==> src/rtl/nic_irq_pkg.sv <==
package nic_irq_pkg;
  localparam int DATA_W = 32;
  localparam int SRC_W  = DATA_W - 1;

  localparam logic [15:0] OFS_CAUSE   = 16'h00C0;
  localparam logic [15:0] OFS_SET     = 16'h00C8;
  localparam logic [15:0] OFS_MASKSET = 16'h00D0;
  localparam logic [15:0] OFS_MASKCLR = 16'h00D8;

  localparam int SRC_TX_WRITEBACK = 0;
  localparam int SRC_LINK_CHANGE  = 2;
  localparam int SRC_RX_SEQ_ERR   = 3;
  localparam int SRC_RX_LOW_DESC  = 4;
  localparam int SRC_RX_TIMER     = 7;

  function automatic logic [SRC_W-1:0] cause_step(
    input logic [SRC_W-1:0] cur,
    input logic             clr,
    input logic [SRC_W-1:0] evt,
    input logic             sw_set,
    input logic [SRC_W-1:0] sw_val);
    logic [SRC_W-1:0] kept;
    kept = clr ? '0 : cur;
    return kept | evt | (sw_set ? sw_val : '0);
  endfunction

  function automatic logic mask_bit_step(
    input logic cur, input logic set_en, input logic clr_en, input logic val);
    if (set_en && val) return 1'b1;
    if (clr_en && val) return 1'b0;
    return cur;
  endfunction
endpackage

==> src/rtl/nic_irq_cause.sv <==
module nic_irq_cause
  import nic_irq_pkg::*;
(
  input  logic             clk,
  input  logic             rst_n,
  input  logic             rd_clr,
  input  logic             sw_set,
  input  logic [SRC_W-1:0] sw_val,
  input  logic [SRC_W-1:0] evt,
  output logic [SRC_W-1:0] cause_q
);
  always_ff @(posedge clk) begin
    if (!rst_n) cause_q <= '0;
    else        cause_q <= cause_step(cause_q, rd_clr, evt, sw_set, sw_val);
  end

  a_r3_read_clears: assert property (@(posedge clk) disable iff (!rst_n)
    (rd_clr && (evt == '0) && !sw_set) |=> (cause_q == '0));

  a_r2_event_lands: assert property (@(posedge clk) disable iff (!rst_n)
    (evt != '0) |=> ((cause_q & $past(evt)) == $past(evt)));

  a_r2_sticky: assert property (@(posedge clk) disable iff (!rst_n)
    !rd_clr |=> ((cause_q & $past(cause_q)) == $past(cause_q)));
endmodule

==> src/rtl/nic_irq_mask.sv <==
module nic_irq_mask
  import nic_irq_pkg::*;
(
  input  logic             clk,
  input  logic             rst_n,
  input  logic             set_en,
  input  logic             clr_en,
  input  logic [SRC_W-1:0] val,
  output logic [SRC_W-1:0] mask_q
);
  for (genvar i = 0; i < SRC_W; i++) begin : g_bit
    always_ff @(posedge clk) begin
      if (!rst_n) mask_q[i] <= 1'b0;
      else        mask_q[i] <= mask_bit_step(mask_q[i], set_en, clr_en, val[i]);
    end
  end

  a_r6_set_bits: assert property (@(posedge clk) disable iff (!rst_n)
    set_en |=> ((mask_q & $past(val)) == $past(val)));

  a_r7_clear_bits: assert property (@(posedge clk) disable iff (!rst_n)
    clr_en |=> ((mask_q & $past(val)) == '0));

  a_r6_others_hold: assert property (@(posedge clk) disable iff (!rst_n)
    (!set_en && !clr_en) |=> $stable(mask_q));
endmodule

==> src/rtl/nic_irq_out.sv <==
module nic_irq_out (
  input  logic clk,
  input  logic rst_n,
  input  logic pending,
  output logic irq_q
);
  always_ff @(posedge clk) begin
    if (!rst_n) irq_q <= 1'b0;
    else        irq_q <= pending;
  end

  a_r8_rises: assert property (@(posedge clk) disable iff (!rst_n)
    pending |=> irq_q);

  a_r8_falls: assert property (@(posedge clk) disable iff (!rst_n)
    !pending |=> !irq_q);
endmodule

==> src/rtl/nic_irq_ctrl.sv <==
module nic_irq_ctrl
  import nic_irq_pkg::*;
#(
  parameter int ADDR_W = 12
) (
  input  logic              clk,
  input  logic              rst_n,
  input  logic              reg_rd,
  input  logic              reg_wr,
  input  logic [ADDR_W-1:0] reg_addr,
  input  logic [DATA_W-1:0] reg_wdata,
  output logic [DATA_W-1:0] reg_rdata,
  input  logic [SRC_W-1:0]  evt_in,
  output logic              irq_o
);
  logic [SRC_W-1:0] cause_w, mask_w;
  logic pend_w;
  logic sel_cause, sel_set, sel_mset, sel_mclr;
  logic rd_clr_w, sw_set_w, mset_w, mclr_w;
  logic unused_wbit;

  assign unused_wbit = reg_wdata[DATA_W-1];

  assign sel_cause = (reg_addr == OFS_CAUSE[ADDR_W-1:0]);
  assign sel_set   = (reg_addr == OFS_SET[ADDR_W-1:0]);
  assign sel_mset  = (reg_addr == OFS_MASKSET[ADDR_W-1:0]);
  assign sel_mclr  = (reg_addr == OFS_MASKCLR[ADDR_W-1:0]);

  assign rd_clr_w = reg_rd && sel_cause;
  assign sw_set_w = reg_wr && sel_set;
  assign mset_w   = reg_wr && sel_mset;
  assign mclr_w   = reg_wr && sel_mclr;

  nic_irq_cause u_cause (
    .clk(clk), .rst_n(rst_n), .rd_clr(rd_clr_w), .sw_set(sw_set_w),
    .sw_val(reg_wdata[SRC_W-1:0]), .evt(evt_in), .cause_q(cause_w));

  nic_irq_mask u_mask (
    .clk(clk), .rst_n(rst_n), .set_en(mset_w), .clr_en(mclr_w),
    .val(reg_wdata[SRC_W-1:0]), .mask_q(mask_w));

  assign pend_w = |(cause_w & mask_w);

  nic_irq_out u_out (.clk(clk), .rst_n(rst_n), .pending(pend_w), .irq_q(irq_o));

  always_comb begin
    reg_rdata = '0;
    if (reg_rd) begin
      if (sel_cause)     reg_rdata = {irq_o, cause_w};
      else if (sel_mset) reg_rdata = {1'b0, mask_w};
    end
  end

  a_r3_summary_bit: assert property (@(posedge clk) disable iff (!rst_n)
    rd_clr_w |-> (reg_rdata[DATA_W-1] == irq_o));

  a_r10_quiet_read: assert property (@(posedge clk) disable iff (!rst_n)
    (reg_rd && !sel_cause && !sel_mset) |-> (reg_rdata == '0));
endmodule

==> config.mk <==
export PLATFORM = sky130hd
export DESIGN_NAME = nic_irq_ctrl
export DESIGN_NICKNAME = d
export VERILOG_FILES = /design/src/rtl/nic_irq_pkg.sv /design/src/rtl/nic_irq_cause.sv /design/src/rtl/nic_irq_mask.sv /design/src/rtl/nic_irq_out.sv /design/src/rtl/nic_irq_ctrl.sv
export SDC_FILE = /design/constraint.sdc
export NUM_CORES = 1
export LEC_CHECK = 0
export BUFFER_PORTS_ARGS = -buffer_cell sky130_fd_sc_hd__buf_2
export CORE_UTILIZATION = 53
export DETAILED_ROUTE_END_ITERATION = 16
export GPL_ROUTABILITY_DRIVEN = 1
export PLACE_DENSITY = 0.95
export SLEW_MARGIN = 15
export SYNTH_ARGS = -nofsm -noshare
export SYNTH_HDL_FRONTEND = slang
export SYNTH_SLANG_ARGS = --single-unit
export TNS_END_PERCENT = 50
==> constraint.sdc <==
create_clock -name clk -period 4.1 [get_ports clk]
set_clock_uncertainty 0.05 [all_clocks]
set_input_delay 0.82 -clock clk [delete_from_list [all_inputs] [get_ports clk]]
set_output_delay 0.82 -clock clk [all_outputs]
set_load 0.005 [all_outputs]
==> results of run 1 <==
## critical path: cells and delay by family
kind / cells / cell delay [ps]
AOI/OAI and AO/OA: 1 / 190
buffers and inverters: 3 / 470
and+or+nand+nor: 2 / 720
## stage by stage
stage          power [mW]    util  std cells  setup WS (ps)
2_1_floorplan      0.7063       -        313           1383
3_3_place_gp       0.7619  0.6750        475           1134
3_5_place_dp       0.7694  0.6750        475           1085
4_1_cts             1.324  0.7149        491           1079
5_1_grt             1.359  0.7149        491          975.1
6_report            1.321  0.7149        491           1019
## synthesized netlist by cell type, types with 2 or more instances
cell / instances
nand2_1: 32
buf_6: 3
clkbuf_1: 8
dfxtp_1: 63
nor3_1: 2
and4_1: 3
a22o_1: 65
buf_2: 13
a21oi_1: 31
buf_4: 3
a221oi_1: 3
a21o_1: 62
nand4_1: 5
a22oi_1: 8
## placed cells by master, fill, tap and decap left out
master,netlist,final
a22o_1,65,65
buf_2,13,110
nand4_1,5,5
a22oi_1,8,8
bufinv_16,0,1
a21o_1,62,62
clkinvlp_4,0,1
dfxtp_1,63,63
nor4b_4,1,1
a222oi_1,1,1
and2_1,1,1
o31a_1,1,1
and4_1,3,3
nand2_1,32,32
a21oi_1,31,31
nor4_2,1,1
nor3b_4,0,1
and4bb_2,1,1
nor3_1,2,2
nor2b_1,1,1
nor2_2,0,1
a221oi_1,3,3
nor4b_1,1,1
clkbuf_1,8,2
clkbuf_8,0,12
buf_4,3,10
nand3_1,1,1
## layer usage
| layer | GRT usage | vias to the layer above |
|---|---|---|
| li1 | - | 1421 |
| met1 | 0.3784 | 1422 |
| met2 | 0.4821 | 163 |
| met3 | 0.08810 | 20 |
| met4 | 0.09811 | 0 |
| met5 | 0 | - |
## registers in the layout, summed over array words and instances (netlist names)
name,count
u_cause.cause_q,31
u_out.irq_q,1
u_mask.mask_q,31
## final cells by class
| type | instances | share of cell area |
|---|---|---|
| Sequential cell | 63 | 0.3348 |
| Multi-Input combinational cell | 222 | 0.4201 |
| Timing Repair Buffer | 120 | 0.1661 |
| Clock inverter | 2 | 0.009963 |
| Clock buffer | 14 | 0.04583 |
| Tap cell | 70 | 0.02325 |
## worst paths after layout
check,startpoint,to,slack (ps),cells after the start
setup / recovery,reg_addr[10],reg_rdata[24],1020,6
hold / removal,u_mask.mask_q[22]$_SDFFE_PN0P_,u_mask.mask_q[22]$_SDFFE_PN0P_,540,3
setup reg to reg,u_cause.cause_q[15]$_SDFF_PN0_,u_out.irq_q$_SDFF_PN0_,2500,4
hold reg to reg,u_mask.mask_q[22]$_SDFFE_PN0P_,u_mask.mask_q[22]$_SDFFE_PN0P_,540,3
## kinds of logic after synthesis
family / count (synthesis)
buf+inv: 28
compound gates: 171
simple gates: 51
flops: 63
## power breakdown
group | internal, mW | total (mW) | switching (mW)
clock | 0.331 | 0.564 | 0.232
sequential | 0.634 | 0.653 | 0.0192
combinational | 0.0574 | 0.104 | 0.0469
total | 1.02 | 1.32 | 0.299
==> impl_results.html, run 1 <==
<table>
<tr><th>Metric</th><th>Value</th></tr>
<tr><th colspan="2">STA</th></tr>
<tr><td>Setup TNS</td><td>0 ps</td></tr>
<tr><td>Max-slew headroom</td><td>0.4812</td></tr>
<tr><td>Final count of pins violating max slew</td><td>0</td></tr>
<tr><td>Tightest Pin Transition</td><td>777.3 ps</td></tr>
<tr><td>Final setup violating endpoints</td><td>0</td></tr>
<tr><td>Setup repair after global routing missed its margin</td><td>no</td></tr>
<tr><td>Shortest period the worst path allows</td><td>3081 ps</td></tr>
<tr><td>Number of endpoints with negative hold slack in the final report</td><td>0</td></tr>
<tr><td>Worst hold slack across all endpoints</td><td>539.3 ps</td></tr>
<tr><td>Fraction of the cycle the final worst path needs</td><td>0.7515</td></tr>
<tr><td>Peak clock frequency supported by timing</td><td>324.5 MHz</td></tr>
<tr><th colspan="2">Power</th></tr>
<tr><td>Leak pwr</td><td>2.090 nW</td></tr>
<tr><td>IR Drop Worst-Case VDD</td><td>0.0002502 V</td></tr>
<tr><td>Power per cell area</td><td>about 350 nW/um^2</td></tr>
<tr><th colspan="2">Placed design</th></tr>
<tr><td>Number of buffers inserted by port buffering</td><td>110</td></tr>
<tr><td>Final HPWL DP</td><td>6034 um</td></tr>
<tr><td>Last weighted congestion value of the routability-driven placer</td><td>a little over 0.8</td></tr>
<tr><td>Placed inst area</td><td>between 3000 and 4000 um^2</td></tr>
<tr><th colspan="2">Setup path</th></tr>
<tr><td>CP Max Fanout</td><td>16</td></tr>
<tr><td>Longest individual stage delay on the worst path</td><td>430 ps</td></tr>
<tr><td>Data arrival, critical path</td><td>between 2000 and 2500 ps</td></tr>
<tr><td>Critical Path Sink Type</td><td>primary output</td></tr>
<tr><td>Cell type of the slowest stage on the worst timing path</td><td>nor4_2</td></tr>
<tr><td>Element type at the critical path start</td><td>input port</td></tr>
<tr><td>Most used cell, CP</td><td>buf_2</td></tr>
<tr><td>CP Data Required Time</td><td>3230 ps</td></tr>
<tr><td>CP Class</td><td>input port to primary output</td></tr>
<tr><td>Ordered list of cells on the worst path</td><td>buf_2 &gt; nor4_2 &gt; and4_1 &gt; buf_4 &gt; a22o_1 &gt; buf_2</td></tr>
<tr><th colspan="2">Route</th></tr>
<tr><td>Detailed route wirelength on metal3</td><td>790 um</td></tr>
<tr><td>Amount of wire on met2 after detailed routing</td><td>around 4200 um</td></tr>
<tr><td>Routed Wire Length</td><td>8714 um</td></tr>
<tr><td>ANT nets after route</td><td>0</td></tr>
<tr><td>Total number of vias</td><td>3026</td></tr>
<tr><td>Iteration-0 DRC Markers</td><td>288</td></tr>
<tr><td>Number of optimization iterations in the first detailed-route pass</td><td>5</td></tr>
<tr><td>Top routing layer used</td><td>met4</td></tr>
<tr><td>Vias per inst</td><td>approximately 6.2</td></tr>
<tr><td>M1 WL</td><td>3539 um</td></tr>
<tr><td>WL per Instance</td><td>17.75 um</td></tr>
<tr><td>Residual DRC</td><td>0</td></tr>
<tr><th colspan="2">Clock tree</th></tr>
<tr><td>Clock network latency to the later pin of the worst-skew pair</td><td>around 340 ps</td></tr>
<tr><td>CTS tree</td><td>yes</td></tr>
<tr><td>Sink Count</td><td>between 60 and 70</td></tr>
<tr><td>Post-cts gate resize count</td><td>0</td></tr>
<tr><td>Post-CTS repair timing setup buffer count</td><td>0</td></tr>
<tr><td>Deepest level of the CTS H-tree</td><td>3</td></tr>
<tr><td>Number of buffers added by the clock tree synthesis step</td><td>9</td></tr>
<tr><td>Clock root buffer</td><td>clkbuf_8</td></tr>
<tr><td>Maximum buffer depth of the clock tree</td><td>2</td></tr>
<tr><td>Clock slew at the register clock pins of the worst setup and hold paths</td><td>70 ps</td></tr>
<tr><td>Hold-fix buffers, CTS</td><td>0</td></tr>
<tr><th colspan="2">Logic synthesis</th></tr>
<tr><td>Area share of the leading cell type in the synthesized netlist</td><td>0.4218</td></tr>
<tr><td>Area fraction in compound gates after synthesis</td><td>0.4331</td></tr>
<tr><td>Share of cell area taken by muxes after synthesis</td><td>0</td></tr>
<tr><td>Netlist area before placement</td><td>roughly 3000 um^2</td></tr>
<tr><td>Post-synthesis share of cell area spent on xor and xnor gates</td><td>0</td></tr>
<tr><td>Combinational family with the most area after synthesis</td><td>compound AO/OA/AOI/OAI gates</td></tr>
<tr><td>Synthesized area per cell</td><td>9.554 um^2</td></tr>
<tr><td>Adder-cell share of the synthesized area</td><td>0</td></tr>
<tr><td>Cell types with the largest area share after synthesis</td><td>dfxtp_1, a22o_1, a21o_1</td></tr>
<tr><td>#FFs+latches synth</td><td>63</td></tr>
<tr><td>Simple-gate share of the synthesized area</td><td>0.09331</td></tr>
<tr><td>Leading area contributor after synthesis</td><td>dfxtp_1</td></tr>
<tr><td>Number of unique standard cell types used by synthesis</td><td>26</td></tr>
<tr><td>Ys Warns</td><td>0</td></tr>
<tr><td>Asr flop ratio synth</td><td>0</td></tr>
<tr><td>Count of mapped cells out of synthesis</td><td>313</td></tr>
<tr><td>Top flip-flop cell by instance count after synthesis</td><td>dfxtp_1</td></tr>
<tr><td>Portion of the post-synthesis area used by sequential elements</td><td>0.4218</td></tr>
<tr><td>Number of flops mapped to enable cells by yosys</td><td>0</td></tr>
<tr><td>Syn Nets</td><td>392</td></tr>
<tr><th colspan="2">Global routing</th></tr>
<tr><td>Total congestion overflow</td><td>0</td></tr>
<tr><td>Vias in the first global route</td><td>around 2900</td></tr>
<tr><td>Initial antenna violation count</td><td>0</td></tr>
<tr><td>First-pass GRT wire length</td><td>13770 um</td></tr>
<tr><td>Maximum number of pins on one net before global-route repair</td><td>65</td></tr>
<tr><td>Total Routing Usage GR</td><td>0.2980</td></tr>
<tr><th colspan="2">Die</th></tr>
<tr><td>Core region area</td><td>~5300 um^2</td></tr>
<tr><td>Horizontal extent of the die</td><td>77.12 um</td></tr>
<tr><td>Total I/O pin count</td><td>approximately 110</td></tr>
<tr><td>Number of standard-cell rows in the floorplan</td><td>26</td></tr>
<tr><td>Initial cell density of the core</td><td>0.5674</td></tr>
<tr><td>Die H</td><td>77.12 um</td></tr>
<tr><td>Full die area</td><td>5947 um^2</td></tr>
<tr><th colspan="2">Cells and area</th></tr>
<tr><td>Final Instance Area</td><td>3767 um^2</td></tr>
<tr><td>Area growth from synthesis to layout</td><td>25.98%</td></tr>
<tr><td>Proportion of layout cells with a drive suffix above 1</td><td>0.3302</td></tr>
<tr><td>Fill cell total of the finished layout</td><td>432</td></tr>
<tr><td>Final Net Count</td><td>roughly 500</td></tr>
<tr><td>Antenna cells</td><td>0</td></tr>
<tr><td>Area taken by multi-input logic gates</td><td>1583 um^2</td></tr>
<tr><td>Sequential cell area</td><td>1261 um^2</td></tr>
<tr><th colspan="2">Status</th></tr>
<tr><td>Outcome</td><td>finished clean</td></tr>
<tr><th colspan="2">Job</th></tr>
<tr><td>Max-Cap Viols</td><td>0</td></tr>
<tr><th colspan="2">Worst hold path</th></tr>
<tr><td>Classification of the worst-slack hold path</td><td>register to register</td></tr>
</table>
Power figures use the tool's default switching activity.
==> inputs of run 2 (changes only) <==
Settings changed: ABC_AREA set to 1, CORE_UTILIZATION 53 to 47, PLACE_DENSITY 0.95 to 0.87.
Clock period 4.1 ns to 2.8 ns, I/O delays scaled along.
==> impl_results.html, run 2 <==
<table>
<tr><th>Metric</th><th>Value</th></tr>
<tr><th colspan="2">Cells and area</th></tr>
<tr><td>Final Net Count</td><td>774</td></tr>
<tr><td>Area growth from synthesis to layout</td><td>20.88%</td></tr>
<tr><td>Final Instance Area</td><td>4513 um^2</td></tr>
<tr><td>Top library cells by usage in the layout, fill and taps aside</td><td>nand2_1, nand3_1, buf_2, inv_1, dfxtp_1</td></tr>
<tr><td>Regs by FF count</td><td>u_cause.cause_q (31), u_mask.mask_q (31), u_out.irq_q (1)</td></tr>
<tr><td>Commonest non-fill, non-tap cell in the layout</td><td>nand2_1</td></tr>
<tr><td>Antenna cells</td><td>0</td></tr>
<tr><td>Proportion of layout cells with a drive suffix above 1</td><td>0.2229</td></tr>
<tr><th colspan="2">Setup path</th></tr>
<tr><td>CP Max Fanout</td><td>22</td></tr>
<tr><td>Critical Path Sink Type</td><td>primary output</td></tr>
<tr><td>Data arrival, critical path</td><td>around 1900 ps</td></tr>
<tr><td>R2r setup slk</td><td>1780 ps</td></tr>
<tr><td>Cell family contributing the most delay on the critical path</td><td>simple AND/OR/NAND/NOR gates</td></tr>
<tr><td>Buffers plus inverters on the worst setup path</td><td>3</td></tr>
<tr><td>Reg2reg start</td><td>u_cause.cause_q[27]$_SDFF_PN0_</td></tr>
<tr><td>Most used cell, CP</td><td>buf_2</td></tr>
<tr><td>CP Class</td><td>input port to primary output</td></tr>
<tr><td>Crit Reg-Reg Endpoint</td><td>u_out.irq_q$_SDFF_PN0_</td></tr>
<tr><td>Element type at the critical path start</td><td>input port</td></tr>
<tr><td>Cell type of the slowest stage on the worst timing path</td><td>buf_4</td></tr>
<tr><td>Ordered list of cells on the worst path</td><td>buf_2 &gt; nor2_1 &gt; nand2_2 &gt; nor2_2 &gt; buf_4 &gt; nand3_1 &gt; o21ai_1 &gt; buf_2</td></tr>
<tr><td>Reg2Reg Depth</td><td>6</td></tr>
<tr><td>CP Data Required Time</td><td>2190 ps</td></tr>
<tr><td>Longest individual stage delay on the worst path</td><td>310 ps</td></tr>
<tr><th colspan="2">Die</th></tr>
<tr><td>Initial cell density of the core</td><td>0.4857</td></tr>
<tr><td>Number of standard-cell rows in the floorplan</td><td>32</td></tr>
<tr><td>Total I/O pin count</td><td>112</td></tr>
<tr><td>Full die area</td><td>8304 um^2</td></tr>
<tr><td>Horizontal extent of the die</td><td>91.13 um</td></tr>
<tr><td>Core region area</td><td>7687 um^2</td></tr>
<tr><td>Die H</td><td>~91 um</td></tr>
<tr><th colspan="2">STA</th></tr>
<tr><td>Shortest period the worst path allows</td><td>2502 ps</td></tr>
<tr><td>Final count of pins violating max slew</td><td>0</td></tr>
<tr><td>Worst hold slack across all endpoints</td><td>428.5 ps</td></tr>
<tr><td>Peak clock frequency supported by timing</td><td>399.7 MHz</td></tr>
<tr><td>Setup WS post-layout</td><td>298.2 ps</td></tr>
<tr><td>Fraction of the cycle the final worst path needs</td><td>0.8935</td></tr>
<tr><td>Final setup violating endpoints</td><td>0</td></tr>
<tr><td>Setup repair after global routing missed its margin</td><td>no</td></tr>
<tr><td>Number of endpoints with negative hold slack in the final report</td><td>0</td></tr>
<tr><td>Setup TNS</td><td>0 ps</td></tr>
<tr><td>Tightest Pin Transition</td><td>between 600 and 700 ps</td></tr>
<tr><td>Max-slew headroom</td><td>0.5745</td></tr>
<tr><th colspan="2">Logic synthesis</th></tr>
<tr><td>Asr flop ratio synth</td><td>0</td></tr>
<tr><td>Area fraction in compound gates after synthesis</td><td>0.08445</td></tr>
<tr><td>#FFs+latches synth</td><td>63</td></tr>
<tr><td>Post-synthesis share of cell area spent on xor and xnor gates</td><td>0</td></tr>
<tr><td>Top flip-flop cell by instance count after synthesis</td><td>dfxtp_1</td></tr>
<tr><td>Synthesized area per cell</td><td>6.233 um^2</td></tr>
<tr><td>Ys Warns</td><td>0</td></tr>
<tr><td>Combinational family with the most area after synthesis</td><td>simple AND/OR/NAND/NOR gates</td></tr>
<tr><td>Number of flops mapped to enable cells by yosys</td><td>0</td></tr>
<tr><td>Simple-gate share of the synthesized area</td><td>0.4390</td></tr>
<tr><td>Most numerous cell in the Yosys netlist</td><td>nand2_1</td></tr>
<tr><td>Count of mapped cells out of synthesis</td><td>599</td></tr>
<tr><td>Adder-cell share of the synthesized area</td><td>0</td></tr>
<tr><td>Leading cell types by count after synthesis</td><td>nand2_1, nand3_1, inv_1</td></tr>
<tr><td>Netlist area before placement</td><td>3734 um^2</td></tr>
<tr><td>Number of unique standard cell types used by synthesis</td><td>19</td></tr>
<tr><td>Portion of the post-synthesis area used by sequential elements</td><td>0.3378</td></tr>
<tr><td>Share of cell area taken by muxes after synthesis</td><td>0</td></tr>
<tr><td>Leading area contributor after synthesis</td><td>dfxtp_1</td></tr>
<tr><td>Area share of the leading cell type in the synthesized netlist</td><td>0.3378</td></tr>
<tr><td>Syn Nets</td><td>between 600 and 700</td></tr>
<tr><td>Cell types with the largest area share after synthesis</td><td>dfxtp_1, nand2_1, nand3_1</td></tr>
<tr><th colspan="2">Clock tree</th></tr>
<tr><td>Clock root buffer</td><td>clkbuf_8</td></tr>
<tr><td>Hold-fix buffers, CTS</td><td>0</td></tr>
<tr><td>Number of buffers added by the clock tree synthesis step</td><td>9</td></tr>
<tr><td>CTS tree</td><td>yes</td></tr>
<tr><td>Clock network latency to the later pin of the worst-skew pair</td><td>~330 ps</td></tr>
<tr><td>Deepest level of the CTS H-tree</td><td>3</td></tr>
<tr><td>Sink Count</td><td>63</td></tr>
<tr><td>Post-cts gate resize count</td><td>0</td></tr>
<tr><td>Post-CTS repair timing setup buffer count</td><td>0</td></tr>
<tr><td>Maximum buffer depth of the clock tree</td><td>2</td></tr>
<tr><td>Clock slew at the register clock pins of the worst setup and hold paths</td><td>70 ps</td></tr>
<tr><th colspan="2">Placed design</th></tr>
<tr><td>Placed inst area</td><td>4315 um^2</td></tr>
<tr><td>Final HPWL DP</td><td>about 7500 um</td></tr>
<tr><td>Setup WS pre-CTS</td><td>318.2 ps</td></tr>
<tr><td>Last weighted congestion value of the routability-driven placer</td><td>~0.86</td></tr>
<tr><td>Number of buffers inserted by port buffering</td><td>110</td></tr>
<tr><th colspan="2">Route</th></tr>
<tr><td>Number of optimization iterations in the first detailed-route pass</td><td>5</td></tr>
<tr><td>Total number of vias</td><td>4428</td></tr>
<tr><td>Routed Wire Length</td><td>11430 um</td></tr>
<tr><td>ANT nets after route</td><td>0</td></tr>
<tr><td>Vias per inst</td><td>5.521</td></tr>
<tr><td>Residual DRC</td><td>0</td></tr>
<tr><td>WL per Instance</td><td>roughly 14 um</td></tr>
<tr><td>Iteration-0 DRC Markers</td><td>about 320</td></tr>
<tr><th colspan="2">Power</th></tr>
<tr><td>Combinational power share</td><td>0.099</td></tr>
<tr><td>Switching component of the power</td><td>0.5014 mW</td></tr>
<tr><td>Leak pwr</td><td>about 2.2 nW</td></tr>
<tr><td>Clock network fraction of total power</td><td>0.409</td></tr>
<tr><td>Proportion of total power due to net switching</td><td>0.2588</td></tr>
<tr><td>Portion of total power attributed to sequential cells</td><td>0.492</td></tr>
<tr><td>Power per cell area</td><td>429.3 nW/um^2</td></tr>
<tr><td>Total Power Consumption</td><td>1.937 mW</td></tr>
<tr><td>Internal power consumption</td><td>1.436 mW</td></tr>
<tr><td>IR Drop Worst-Case VDD</td><td>approximately 0.00033 V</td></tr>
<tr><th colspan="2">Global routing</th></tr>
<tr><td>First-pass GRT wire length</td><td>18690 um</td></tr>
<tr><td>Total congestion overflow</td><td>0</td></tr>
<tr><td>Total Routing Usage GR</td><td>0.2785</td></tr>
<tr><td>Maximum number of pins on one net before global-route repair</td><td>32</td></tr>
<tr><td>Initial antenna violation count</td><td>0</td></tr>
<tr><td>Vias in the first global route</td><td>approximately 4100</td></tr>
<tr><th colspan="2">Job</th></tr>
<tr><td>Max-Cap Viols</td><td>0</td></tr>
<tr><th colspan="2">Worst hold path</th></tr>
<tr><td>Destination of the worst hold path</td><td>u_mask.mask_q[15]$_SDFFE_PN0P_</td></tr>
<tr><td>Hold path startpoint</td><td>u_mask.mask_q[15]$_SDFFE_PN0P_</td></tr>
<tr><td>Classification of the worst-slack hold path</td><td>register to register</td></tr>
<tr><td>Cells on Worst Hold Path</td><td>2</td></tr>
<tr><th colspan="2">Status</th></tr>
<tr><td>Outcome</td><td>finished clean</td></tr>
</table>
## run 2: layer usage
| metal | vias up | share of wire | GRT usage |
|---|---|---|---|
| li1 | 2140 | - | - |
| met1 | 2009 | 0.40 | 0.3378 |
| met2 | 240 | 0.48 | 0.4653 |
| met3 | 39 | 0.081 | 0.04020 |
| met4 | 0 | 0.033 | 0.1693 |
| met5 | - | 0 | 0 |
## run 2: logic make-up (layout without fill, tap and decap cells)
logic type / after synthesis / count (layout)
buffers and inverters: 113 / 214
flip-flops: 63 / 63
AND/OR/NAND/NOR: 360 / 360
AO/OA/AOI/OAI: 63 / 63
## run 2: worst register-to-register path: stages (launching register included)
cell and delay, ps:
dfxtp_1 330, nand2_1 70, nand2_1 50, nor2_1 110, nand2_1 70, nor2_1 140, a21oi_1 80
## run 2: worst max path at each step
stage            startpoint       endpoint  slack [ps]  cells after the start
2_1_floorplan  reg_addr[11]  reg_rdata[10]         790                      6
3_3_place_gp   reg_addr[11]  reg_rdata[19]         330                      7
3_5_place_dp    reg_addr[5]   reg_rdata[9]         320                      8
4_1_cts         reg_addr[5]   reg_rdata[9]         310                      8
5_1_grt         reg_addr[5]   reg_rdata[8]         190                      8
6_report        reg_addr[5]   reg_rdata[0]         300                      8
## run 2: power groups by stage
stage / combinational (mW) / sequential [mW] / clock (mW)
3_3_place_gp: 0.183 / 0.970 / 0
2_1_floorplan: 0.0946 / 0.966 / 0
4_1_cts: 0.191 / 0.952 / 0.805
5_1_grt: 0.215 / 0.956 / 0.843
3_5_place_dp: 0.190 / 0.972 / 0
6_report: 0.193 / 0.953 / 0.792
## run 2: layout make-up
cell class	instances	area (um^2)
clock buffer	10	137.6
clock inverter	6	60.06
fill	760	3174
inverter	71	266.5
multi-input combinational	423	1957
sequential	63	1261
tap	102	127.6
timing repair buffer	127	703.2
## run 2: through the flow
stage	util	cells
after global placement	0.5614	786
after global routing	0.5871	802
after floorplan	-	599
final	0.5871	802
after detailed placement	0.5614	786
after CTS	0.5871	802
==> inputs of run 3 (changes only) <==
Settings changed: CORE_UTILIZATION 47 to 46, PLACE_DENSITY 0.87 to 0.85.
==> impl_results.html, run 3 (same netlist as run 2, synthesis figures left out) <==
<table>
<tr><th>Metric</th><th>Value</th></tr>
<tr><th colspan="2">Die</th></tr>
<tr><td>Total I/O pin count</td><td>112</td></tr>
<tr><td>Initial cell density of the core</td><td>0.4782</td></tr>
<tr><td>Horizontal extent of the die</td><td>92.09 um</td></tr>
<tr><td>Full die area</td><td>8481 um^2</td></tr>
<tr><td>Number of standard-cell rows in the floorplan</td><td>32</td></tr>
<tr><td>Die H</td><td>92.09 um</td></tr>
<tr><td>Core region area</td><td>7807 um^2</td></tr>
<tr><th colspan="2">Route</th></tr>
<tr><td>ANT nets after route</td><td>0</td></tr>
<tr><td>WL per Instance</td><td>about 14 um</td></tr>
<tr><td>Vias per inst</td><td>5.481</td></tr>
<tr><td>Number of optimization iterations in the first detailed-route pass</td><td>5</td></tr>
<tr><td>Total number of vias</td><td>about 4400</td></tr>
<tr><td>Routed Wire Length</td><td>11140 um</td></tr>
<tr><td>Iteration-0 DRC Markers</td><td>378</td></tr>
<tr><td>Residual DRC</td><td>0</td></tr>
<tr><th colspan="2">STA</th></tr>
<tr><td>Peak clock frequency supported by timing</td><td>about 400 MHz</td></tr>
<tr><td>Shortest period the worst path allows</td><td>2528 ps</td></tr>
<tr><td>Final setup violating endpoints</td><td>0</td></tr>
<tr><td>Tightest Pin Transition</td><td>695.3 ps</td></tr>
<tr><td>Max-slew headroom</td><td>0.5360</td></tr>
<tr><td>Fraction of the cycle the final worst path needs</td><td>0.9029</td></tr>
<tr><td>Setup repair after global routing missed its margin</td><td>no</td></tr>
<tr><td>Setup TNS</td><td>0 ps</td></tr>
<tr><td>Final count of pins violating max slew</td><td>0</td></tr>
<tr><td>Setup WS post-layout</td><td>271.8 ps</td></tr>
<tr><td>Number of endpoints with negative hold slack in the final report</td><td>0</td></tr>
<tr><th colspan="2">Global routing</th></tr>
<tr><td>Vias in the first global route</td><td>4099</td></tr>
<tr><td>First-pass GRT wire length</td><td>18350 um</td></tr>
<tr><td>Initial antenna violation count</td><td>0</td></tr>
<tr><td>Maximum number of pins on one net before global-route repair</td><td>63</td></tr>
<tr><td>Total congestion overflow</td><td>0</td></tr>
<tr><td>Total Routing Usage GR</td><td>0.2695</td></tr>
<tr><th colspan="2">Cells and area</th></tr>
<tr><td>Area taken by multi-input logic gates</td><td>slightly below 2000 um^2</td></tr>
<tr><td>Regs by FF count</td><td>u_cause.cause_q (31), u_mask.mask_q (31), u_out.irq_q (1)</td></tr>
<tr><td>Antenna cells</td><td>0</td></tr>
<tr><td>Proportion of layout cells with a drive suffix above 1</td><td>0.2203</td></tr>
<tr><td>Commonest non-fill, non-tap cell in the layout</td><td>nand2_1</td></tr>
<tr><td>Area growth from synthesis to layout</td><td>21.62%</td></tr>
<tr><td>Fill cell total of the finished layout</td><td>around 750</td></tr>
<tr><td>Top library cells by usage in the layout, fill and taps aside</td><td>nand2_1, nand3_1, buf_2, inv_1, dfxtp_1</td></tr>
<tr><td>Final Net Count</td><td>~770</td></tr>
<tr><td>Sequential cell area</td><td>roughly 1300 um^2</td></tr>
<tr><th colspan="2">Setup path</th></tr>
<tr><td>CP Max Fanout</td><td>31</td></tr>
<tr><td>R2r setup slk</td><td>approximately 1700 ps</td></tr>
<tr><td>Ordered list of cells on the worst path</td><td>buf_2 &gt; nor2_1 &gt; nand2_1 &gt; nor2_8 &gt; nand3_4 &gt; o21ai_1 &gt; buf_2</td></tr>
<tr><td>Element type at the critical path start</td><td>input port</td></tr>
<tr><td>Cell family contributing the most delay on the critical path</td><td>simple AND/OR/NAND/NOR gates</td></tr>
<tr><td>Reg2reg start</td><td>u_cause.cause_q[26]$_SDFF_PN0_</td></tr>
<tr><td>Cell type of the slowest stage on the worst timing path</td><td>nand3_4</td></tr>
<tr><td>Data arrival, critical path</td><td>1920 ps</td></tr>
<tr><td>Reg2Reg Depth</td><td>6</td></tr>
<tr><td>Critical Path Sink Type</td><td>primary output</td></tr>
<tr><td>Longest individual stage delay on the worst path</td><td>350 ps</td></tr>
<tr><td>Buffers plus inverters on the worst setup path</td><td>2</td></tr>
<tr><td>CP Class</td><td>input port to primary output</td></tr>
<tr><td>Most used cell, CP</td><td>buf_2</td></tr>
<tr><td>Crit Reg-Reg Endpoint</td><td>u_out.irq_q$_SDFF_PN0_</td></tr>
<tr><td>CP Data Required Time</td><td>2190 ps</td></tr>
<tr><th colspan="2">Status</th></tr>
<tr><td>Outcome</td><td>finished clean</td></tr>
<tr><th colspan="2">Clock tree</th></tr>
<tr><td>Hold-fix buffers, CTS</td><td>0</td></tr>
<tr><td>Maximum buffer depth of the clock tree</td><td>2</td></tr>
<tr><td>Sink Count</td><td>63</td></tr>
<tr><td>Deepest level of the CTS H-tree</td><td>3</td></tr>
<tr><td>Number of buffers added by the clock tree synthesis step</td><td>9</td></tr>
<tr><td>Clock slew at the register clock pins of the worst setup and hold paths</td><td>approximately 80 ps</td></tr>
<tr><td>Clock network latency to the later pin of the worst-skew pair</td><td>350 ps</td></tr>
<tr><td>CTS tree</td><td>yes</td></tr>
<tr><td>Post-cts gate resize count</td><td>0</td></tr>
<tr><td>Post-CTS repair timing setup buffer count</td><td>0</td></tr>
<tr><td>Clock root buffer</td><td>clkbuf_8</td></tr>
<tr><th colspan="2">Placed design</th></tr>
<tr><td>Setup WS pre-CTS</td><td>roughly 310 ps</td></tr>
<tr><td>Final HPWL DP</td><td>between 7000 and 8000 um</td></tr>
<tr><td>Last weighted congestion value of the routability-driven placer</td><td>roughly 0.83</td></tr>
<tr><td>Number of buffers inserted by port buffering</td><td>110</td></tr>
<tr><th colspan="2">Power</th></tr>
<tr><td>Power per cell area</td><td>470.9 nW/um^2</td></tr>
<tr><td>Leak pwr</td><td>2.225 nW</td></tr>
<tr><td>IR Drop Worst-Case VDD</td><td>0.0002766 V</td></tr>
<tr><th colspan="2">Worst hold path</th></tr>
<tr><td>Hold path startpoint</td><td>u_mask.mask_q[29]$_SDFFE_PN0P_</td></tr>
<tr><td>Classification of the worst-slack hold path</td><td>register to register</td></tr>
<tr><td>Destination of the worst hold path</td><td>u_mask.mask_q[29]$_SDFFE_PN0P_</td></tr>
<tr><td>Cells on Worst Hold Path</td><td>2</td></tr>
<tr><th colspan="2">Job</th></tr>
<tr><td>Max-Cap Viols</td><td>0</td></tr>
</table>
-- run 3: changes by cell type in the layout (fill, tap and decap cells not counted), sizes merged --
cell / previous run / this run
buf: 127 / 126
bufinv: 1 / 3
clkinvlp: 2 / 0
clkinv: 3 / 1
clkbuf: 10 / 11
inv: 71 / 72
-- run 3: routing by layer --
layer,routed length (um),global-route usage,vias to the layer above
met5,0,0,-
met4,273,0.1367,0
met3,1009,0.05224,31
met2,5457,0.4596,263
met1,4405,0.3210,1957
li1,-,-,2139
-- run 3: how the worst max path moves through the flow --
stage	from	endpoint	slack [ps]	cells past startpoint
final	reg_addr[1]	reg_rdata[1]	270	7
after global routing	reg_addr[9]	reg_rdata[28]	150	7
after CTS	reg_addr[9]	reg_rdata[19]	320	7
after detailed placement	reg_addr[1]	reg_rdata[0]	310	7
after global placement	reg_addr[11]	reg_rdata[1]	340	7
after floorplan	reg_addr[11]	reg_rdata[10]	790	6
-- run 3: per-stage QoR --
stage	area, um^2	std cells	power, mW	util	hold slack [ps]
6_report	4541	801	2.138	0.5816	430.3
5_1_grt	4541	801	2.214	0.5816	448.8
4_1_cts	4541	801	2.139	0.5816	429.9
3_5_place_dp	4295	785	1.160	0.5502	418.8
3_3_place_gp	4295	785	1.152	0.5502	410.6
2_1_floorplan	3734	599	1.061	-	402.5
-- run 3: worst min-delay path: cells and delay by family, from the launching register on --
family	cells	cell delay, ps
flip-flops	1	330
AND/OR/NAND/NOR	1	60
AO/OA/AOI/OAI	1	50
-- run 3: layout make-up --
cell class / count / area share
Clock buffer: 11 / 0.03114
Clock inverter: 5 / 0.02287
Inverter: 71 / 0.05869
Multi-Input combinational cell: 423 / 0.4310
Sequential cell: 63 / 0.2778
Tap cell: 102 / 0.02811
Timing Repair Buffer: 126 / 0.1505
-- run 3: power by group --
group / total (mW) / switching [mW] / leakage, nW / internal, mW
sequential: 0.953 / 0.0250 / 0.518 / 0.928
combinational: 0.191 / 0.115 / 1.58 / 0.0765
clock: 0.994 / 0.376 / 0.124 / 0.618
total: 2.14 / 0.516 / 2.22 / 1.62
